===== src/rtl/i2c_off_pkg.sv =====
package i2c_off_pkg;
  localparam int MAXB  = 8;
  localparam int BUF_W = MAXB * 8;
  localparam int IDX_W = $clog2(MAXB);

  // register indices
  localparam int RI_CTRL  = 0;
  localparam int RI_STAT  = 1;
  localparam int RI_CAUSE = 2;
  localparam int RI_MASK  = 3;
  localparam int RI_PACE  = 4;
  localparam int RI_TXLO  = 5;
  localparam int RI_TXHI  = 6;
  localparam int RI_RXLO  = 7;
  localparam int RI_RXHI  = 8;

  // control word bit positions
  localparam int CB_WR   = 0;
  localparam int CB_RD   = 1;
  localparam int CB_ADR  = 2;
  localparam int CB_EXT  = 12;
  localparam int CB_TXL  = 13;
  localparam int CB_RXL  = 16;
  localparam int CB_RUN  = 19;
  localparam int CB_REP  = 20;

  typedef enum logic [2:0] {
    CMD_NONE    = 3'd0,
    CMD_START   = 3'd1,
    CMD_RESTART = 3'd2,
    CMD_WRITE   = 3'd3,
    CMD_RD_ACK  = 3'd4,
    CMD_RD_NACK = 3'd5,
    CMD_STOP    = 3'd6
  } bus_cmd_e;

  typedef struct packed {
    logic             wr;
    logic             rd;
    logic [9:0]       addr;
    logic             ext;
    logic [IDX_W-1:0] txm1;
    logic [IDX_W-1:0] rxm1;
    logic             rep;
  } job_t;

  // first address byte; hi2 = addr[9:8], lo7 = addr[6:0]
  function automatic logic [7:0] head_byte(input logic [1:0] hi2,
                                           input logic [6:0] lo7,
                                           input logic ext, input logic rd);
    return ext ? {5'b11110, hi2, rd} : {lo7, rd};
  endfunction

  // byte idx of a little-endian packed buffer
  function automatic logic [7:0] pick_byte(input logic [BUF_W-1:0] d,
                                           input logic [IDX_W-1:0] idx);
    return d[{idx, 3'b000} +: 8];
  endfunction
endpackage


===== src/rtl/i2c_off_regs.sv =====
module i2c_off_regs
  import i2c_off_pkg::*;
#(
  parameter int REG_AW = 4
) (
  input  logic              clk,
  input  logic              rst_n,
  input  logic              we,
  input  logic [REG_AW-1:0] addr,
  input  logic [31:0]       wdata,
  input  logic              busy,
  input  logic              done,
  output logic [31:0]       ctrl_q,
  output logic [BUF_W-1:0]  tx_q,
  output logic [31:0]       pace_q,
  output logic              mask_q,
  output logic              cause_q,
  output logic              launch,
  output job_t              job
);
  logic hit_ctrl, hit_cause, hit_mask, hit_pace, hit_txlo, hit_txhi;

  assign hit_ctrl  = we && (addr == REG_AW'(RI_CTRL));
  assign hit_cause = we && (addr == REG_AW'(RI_CAUSE));
  assign hit_mask  = we && (addr == REG_AW'(RI_MASK));
  assign hit_pace  = we && (addr == REG_AW'(RI_PACE));
  assign hit_txlo  = we && (addr == REG_AW'(RI_TXLO));
  assign hit_txhi  = we && (addr == REG_AW'(RI_TXHI));

  assign job = '{wr:   wdata[CB_WR],
                 rd:   wdata[CB_RD],
                 addr: wdata[CB_ADR +: 10],
                 ext:  wdata[CB_EXT],
                 txm1: wdata[CB_TXL +: IDX_W],
                 rxm1: wdata[CB_RXL +: IDX_W],
                 rep:  wdata[CB_REP]};

  assign launch = hit_ctrl && !busy && wdata[CB_RUN] && (wdata[CB_WR] || wdata[CB_RD]);

  always_ff @(posedge clk) begin
    if (!rst_n) begin
      ctrl_q  <= '0;
      tx_q    <= '0;
      pace_q  <= '0;
      mask_q  <= 1'b0;
      cause_q <= 1'b0;
    end else begin
      if (hit_ctrl && !busy) ctrl_q <= wdata;
      if (hit_txlo)  tx_q[31:0]  <= wdata;
      if (hit_txhi)  tx_q[63:32] <= wdata;
      if (hit_pace)  pace_q <= wdata;
      if (hit_mask)  mask_q <= wdata[0];
      if (hit_cause) cause_q <= wdata[0];
      if (done)      cause_q <= 1'b1;
    end
  end
endmodule


===== src/rtl/i2c_off_seq.sv =====
module i2c_off_seq
  import i2c_off_pkg::*;
(
  input  logic             clk,
  input  logic             rst_n,
  input  logic             launch,
  input  job_t             job,
  input  logic [BUF_W-1:0] tx_data,
  output logic             eng_valid,
  output bus_cmd_e         eng_cmd,
  output logic [7:0]       eng_byte,
  input  logic             eng_done,
  input  logic             eng_ack,
  input  logic [7:0]       eng_rx,
  output logic             busy,
  output logic             done,
  output logic             nack_seen,
  output logic             err,
  output logic [BUF_W-1:0] rx_data
);
  typedef enum logic [3:0] {
    ST_IDLE, ST_START, ST_ADR1, ST_ADR2, ST_WR,
    ST_MIDSTOP, ST_RESTART, ST_RD, ST_STOP
  } st_e;

  st_e              st;
  logic             waiting, rd_phase, after_rs;
  logic [IDX_W-1:0] idx;
  job_t             jq;
  logic [BUF_W-1:0] txq;
  logic             step, nackable, last_wr, last_rd;

  assign busy      = (st != ST_IDLE);
  assign eng_valid = busy && !waiting;
  assign step      = waiting && eng_done;
  assign nackable  = (st == ST_ADR1) || (st == ST_ADR2) || (st == ST_WR);
  assign nack_seen = step && nackable && !eng_ack;
  assign done      = step && (st == ST_STOP);
  assign last_wr   = (idx == jq.txm1);
  assign last_rd   = (idx == jq.rxm1);

  always_comb begin
    eng_cmd  = CMD_NONE;
    eng_byte = 8'h00;
    case (st)
      ST_START:   eng_cmd = CMD_START;
      ST_ADR1: begin
        eng_cmd  = CMD_WRITE;
        eng_byte = head_byte(jq.addr[9:8], jq.addr[6:0], jq.ext, rd_phase);
      end
      ST_ADR2: begin
        eng_cmd  = CMD_WRITE;
        eng_byte = jq.addr[7:0];
      end
      ST_WR: begin
        eng_cmd  = CMD_WRITE;
        eng_byte = pick_byte(txq, idx);
      end
      ST_MIDSTOP: eng_cmd = CMD_STOP;
      ST_RESTART: eng_cmd = CMD_RESTART;
      ST_RD:      eng_cmd = last_rd ? CMD_RD_NACK : CMD_RD_ACK;
      ST_STOP:    eng_cmd = CMD_STOP;
      default:    eng_cmd = CMD_NONE;
    endcase
  end

  always_ff @(posedge clk) begin
    if (!rst_n) begin
      st       <= ST_IDLE;
      waiting  <= 1'b0;
      rd_phase <= 1'b0;
      after_rs <= 1'b0;
      idx      <= '0;
      jq       <= '0;
      txq      <= '0;
      err      <= 1'b0;
      rx_data  <= '0;
    end else if (launch) begin
      jq       <= job;
      txq      <= tx_data;
      rx_data  <= '0;
      err      <= 1'b0;
      idx      <= '0;
      after_rs <= 1'b0;
      rd_phase <= !job.wr;
      waiting  <= 1'b0;
      st       <= ST_START;
    end else begin
      if (eng_valid) waiting <= 1'b1;
      if (step) begin
        waiting <= 1'b0;
        case (st)
          ST_START: st <= ST_ADR1;
          ST_ADR1: begin
            if (!eng_ack) begin
              err <= 1'b1;
              st  <= ST_STOP;
            end else if (jq.ext && !after_rs) st <= ST_ADR2;
            else st <= rd_phase ? ST_RD : ST_WR;
          end
          ST_ADR2: begin
            if (!eng_ack) begin
              err <= 1'b1;
              st  <= ST_STOP;
            end else st <= rd_phase ? ST_RD : ST_WR;
          end
          ST_WR: begin
            if (!eng_ack) begin
              err <= 1'b1;
              st  <= ST_STOP;
            end else if (last_wr) begin
              idx <= '0;
              if (jq.rd) st <= jq.rep ? ST_RESTART : ST_MIDSTOP;
              else       st <= ST_STOP;
            end else idx <= idx + 1'b1;
          end
          ST_MIDSTOP: begin
            rd_phase <= 1'b1;
            st       <= ST_START;
          end
          ST_RESTART: begin
            rd_phase <= 1'b1;
            after_rs <= 1'b1;
            st       <= ST_ADR1;
          end
          ST_RD: begin
            rx_data[{idx, 3'b000} +: 8] <= eng_rx;
            if (last_rd) st <= ST_STOP;
            else idx <= idx + 1'b1;
          end
          ST_STOP: st <= ST_IDLE;
          default: st <= ST_IDLE;
        endcase
      end
    end
  end
endmodule


===== src/rtl/i2c_txn_offload.sv =====
module i2c_txn_offload
  import i2c_off_pkg::*;
#(
  parameter int REG_AW = 4
) (
  input  logic              clk,
  input  logic              rst_n,
  input  logic              reg_we,
  input  logic [REG_AW-1:0] reg_addr,
  input  logic [31:0]       reg_wdata,
  output logic [31:0]       reg_rdata,
  output logic              irq,
  output logic              eng_valid,
  output logic [2:0]        eng_cmd,
  output logic [7:0]        eng_byte,
  output logic [31:0]       eng_pace,
  input  logic              eng_done,
  input  logic              eng_ack,
  input  logic [7:0]        eng_rx
);
  logic [31:0]      ctrl_q;
  logic [BUF_W-1:0] tx_q, rx_q;
  logic             mask_q, cause_q, launch, busy, done, nack_seen, seq_err;
  job_t             job;
  bus_cmd_e         cmd_e;

  i2c_off_regs #(.REG_AW(REG_AW)) u_regs (
    .clk(clk), .rst_n(rst_n), .we(reg_we), .addr(reg_addr), .wdata(reg_wdata),
    .busy(busy), .done(done), .ctrl_q(ctrl_q), .tx_q(tx_q), .pace_q(eng_pace),
    .mask_q(mask_q), .cause_q(cause_q), .launch(launch), .job(job)
  );

  i2c_off_seq u_seq (
    .clk(clk), .rst_n(rst_n), .launch(launch), .job(job), .tx_data(tx_q),
    .eng_valid(eng_valid), .eng_cmd(cmd_e), .eng_byte(eng_byte),
    .eng_done(eng_done), .eng_ack(eng_ack), .eng_rx(eng_rx),
    .busy(busy), .done(done), .nack_seen(nack_seen), .err(seq_err),
    .rx_data(rx_q)
  );

  assign eng_cmd = cmd_e;
  assign irq     = cause_q & mask_q;

  always_comb begin
    case (int'(reg_addr))
      RI_CTRL:  reg_rdata = ctrl_q;
      RI_STAT:  reg_rdata = {31'd0, seq_err};
      RI_CAUSE: reg_rdata = {31'd0, cause_q};
      RI_MASK:  reg_rdata = {31'd0, mask_q};
      RI_PACE:  reg_rdata = eng_pace;
      RI_TXLO:  reg_rdata = tx_q[31:0];
      RI_TXHI:  reg_rdata = tx_q[63:32];
      RI_RXLO:  reg_rdata = rx_q[31:0];
      RI_RXHI:  reg_rdata = rx_q[63:32];
      default:  reg_rdata = 32'd0;
    endcase
  end
endmodule


===== config.mk =====
export PLATFORM = sky130hd
export DESIGN_NAME = i2c_txn_offload
export DESIGN_NICKNAME = d
export VERILOG_FILES = /design/src/rtl/i2c_off_pkg.sv /design/src/rtl/i2c_off_regs.sv /design/src/rtl/i2c_off_seq.sv /design/src/rtl/i2c_txn_offload.sv
export SDC_FILE = /design/constraint.sdc
export NUM_CORES = 1
export LEC_CHECK = 0
export ABC_CLOCK_PERIOD_IN_PS = 3100
export BUFFER_PORTS_ARGS = -buffer_cell sky130_fd_sc_hd__buf_4
export CORE_MARGIN = 2
export CORE_UTILIZATION = 55
export CTS_BUF_LIST = sky130_fd_sc_hd__clkbuf_8
export DETAILED_ROUTE_END_ITERATION = 10
export PLACE_DENSITY_LB_ADDON = 0.25
export SLEW_MARGIN = 5
export SYNTH_ARGS = -nofsm -noshare
export SYNTH_HDL_FRONTEND = slang
export SYNTH_HIERARCHICAL = 1
export SYNTH_SLANG_ARGS = --single-unit
export TNS_END_PERCENT = 1

===== constraint.sdc =====
create_clock -name clk -period 3.1 [get_ports clk]
set_input_delay 0.62 -clock clk [delete_from_list [all_inputs] [get_ports clk]]
set_output_delay 0.62 -clock clk [all_outputs]
set_load 0.1 [all_outputs]

==> metrics.yaml <==
run_status:
  status: "finished, final reports clean"
clock_network:
  cts_root_buf: "clkbuf_8"
  post_cts_buffers: 0
  htreeDepth: 2
  clock_path_buffers: 3
  cts_buffers: 47
  clkSinkCount: 288
  cts_tree: "yes"
  clk_latency_ps: 570
  path_clk_slew_ps: 60
logic_synthesis:
  syn_nets: 1444
  synth-edff-count: 0
  ys_ff_latch: 288
  yosysWarningCount: 6
  yosys_most_used_dff: "dfxtp_1"
  avgSynthCellArea_um2: 9.92
  ys_seq_area_share_pct: 41.9
  synth_area_um2: 13800
  synth.distinct_cells: 77
  async_flop_share_pct: 0
  netlist_instances: 1388
timing:
  rsz0062_at_grt: "no"
  worst_pin_slew_ps: 1150
  setup_slack_ps: 52.0
  max_clock_freq_ghz: 0.328
  finalCritPeriodShare_pct: 98.3
  slew_headroom_pct: 23.6
  setup_viol: 0
  min_period_ps: 3050
  finalClockSkew_ps: 14.3
  maxSlewViolCount: 0
  finalHoldViolCount: 0
cells_and_area:
  area_delta_synth_final_pct: 13.9
  final-seq-area_um2: 5770
  multi_input_area_um2: 7280
  nNetsFinal: 1516
  diodes: 0
  drive_gt1_share_pct: 20.3
  fin_util_pct: 64.1
  mostFrequentLayoutCells: "mux2i_1 (291), dfxtp_1 (286), nand2_1 (254), buf_4 (139), nor2b_1 (86)"
  nFillCells: 2025
  final_common_cell: "mux2i_1"
detailed_routing:
  drc: 0
  drt_first_pass_iters: 8
  wl_per_cell_um: 23.8
  vias_per_cell: 6.08
  wl_um: 43200
  drt_first_iter_violations: 1281
  vias: 11015
  drtAntennaViolNets: 0
min_path:
  hold_class: "primary input to register"
setup_path:
  max_stage_delay_ps: 540
  required_ps: 2480
  crit_type: "register to output pin"
  arrival_ps: 2430
  cp_num_buf_inv: 2
  crit_slowest_cell: "mux4_2"
  startpoint_type: "register"
  endpoint_kind: "output pin"
  crit_path_max_fanout: 28
  crit_family: "multiplexers"
  cp_cell_sequence: "buf_12 -> mux4_2 -> mux2i_2 -> o22ai_1 -> buf_4"
floorplan:
  floorplan.die_area_um2: 26300
  pin_count: 126
  initial_core_util_pct: 56.3
  fp.dieW_um: 162
  die_y_um: 162
  rows: 57
  core-area_um2: 24500
placement:
  dp_slack_ps: 83.1
  gp_congestion: 0.954
  dp_hpwl_um: 31100
  port_buffers: 125
grt:
  grt_start_max_net_pins: 179
  grt_pass1_wl_um: 64300
  track_usage_pct: 32.3
  grt_remaining_overflow: 0
  antenna_found_initial: 0
  grt_pass1_vias: 10618
pwr:
  power_mw: 7.71
  power.density_nw_per_um2: 492
  p_leak_nw: 6.21
  ir_worst_vdd_uv: 291
run:
  maxCapViolCount: 0
## cell usage after synthesis, drive strengths merged (9+ instances only)
| master | instances | area (um2) |
|---|---|---|
| inv | 10 | 37.5 |
| nor3 | 9 | 55.1 |
| mux2 | 18 | 214 |
| o31ai | 9 | 81.3 |
| mux2i | 294 | 2940 |
| nor2 | 31 | 121 |
| a22oi | 20 | 150 |
| a222oi | 24 | 240 |
| nand2 | 258 | 978 |
| o22ai | 10 | 62.6 |
| dfxtp | 288 | 5770 |
| nand3 | 27 | 140 |
| clkbuf | 38 | 143 |
| mux4 | 17 | 383 |
| a22o | 20 | 175 |
| and2 | 12 | 80.1 |
| nor2b | 90 | 573 |
| buf | 89 | 626 |
| o21ai | 25 | 125 |
## where the power goes
part	switching [mW]	internal [mW]	leakage (nW)
clock	1.50	1.86	0.531
sequential	0.0354	3.73	2.32
combinational	0.410	0.180	3.36
## final timing paths
| path | slack (ps) | to | depth (start not counted) | startpoint |
|---|---|---|---|---|
| max | 50 | eng_byte[1] | 5 | u_seq/idx[0]$_SDFFE_PP0P_ |
| min | 330 | u_seq/jq[9]$_SDFFE_PN0P_ | 3 | reg_wdata[3] |
| max reg2reg | 360 | u_seq/rx_data[15]$_SDFFE_PP0P_ | 8 | u_seq/idx[0]$_SDFFE_PP0P_ |
| min reg2reg | 470 | u_seq/rx_data[37]$_SDFFE_PP0P_ | 2 | u_seq/rx_data[37]$_SDFFE_PP0P_ |
## repair_timing
action	CTS	global route
resized for setup	1	8
hold buffers	0	0
setup endpoints to repair	1	19
## per-stage QoR
| step | cell area (um2) | instances | hold WS [ps] | setup TNS, ps |
|---|---|---|---|---|
| after floorplan | 13800 | 1388 | 431 | -4180 |
| after CTS | 15700 | 1813 | 316 | 0 |
| after detailed placement | 14700 | 1735 | 457 | 0 |
| final | 15700 | 1813 | 333 | 0 |
| after global placement | 14700 | 1735 | 443 | 0 |
| after global routing | 15700 | 1813 | 326 | 0 |
## kinds of logic after synthesis
| logic type | synth area share, % |
|---|---|
| AOI/OAI and AO/OA | 8.69 |
| xor gates and xnor gates | 0.636 |
| adders and majority gates | 0.636 |
| buffers and inverters | 5.85 |
| DFF | 41.9 |
| muxes | 25.7 |
| and+or+nand+nor | 16.6 |
## registers in the layout, indices dropped and copies added, names as in the netlist, 3 cells and up
register / count
u_regs/ctrl_q: 32
u_regs/pace_q: 32
u_regs/tx_q: 64
u_seq/idx: 3
u_seq/jq: 19
u_seq/rx_data: 64
u_seq/st: 4
u_seq/txq: 64
## tightest hold or removal path, delay by kind of cell
family | cells | cell delay [ps]
and+or+nand+nor | 1 | 90
muxes | 1 | 60
buffers and inverters | 1 | 80
## layer usage
layer / global-route usage, % / vias up / wire, um / part of all wire [%]
li1: - / 5026 / - / -
met1: 43.9 / 5322 / 18200 / 42
met2: 51.5 / 568 / 19700 / 46
met3: 4.78 / 99 / 3350 / 7.8
met4: 13.9 / 0 / 1950 / 4.5
met5: 0 / - / 0 / 0
## area by class of cell
| cell class | count | area share (%) |
|---|---|---|
| Multi-Input combinational cell | 963 | 46.4 |
| Tap cell | 324 | 2.58 |
| Inverter | 10 | 0.239 |
| Timing Repair Buffer | 150 | 7.94 |
| Clock buffer | 62 | 5.44 |
| Sequential cell | 288 | 36.8 |
| Clock inverter | 16 | 0.622 |
No activity file was read; power rests on OpenSTA's default activity.
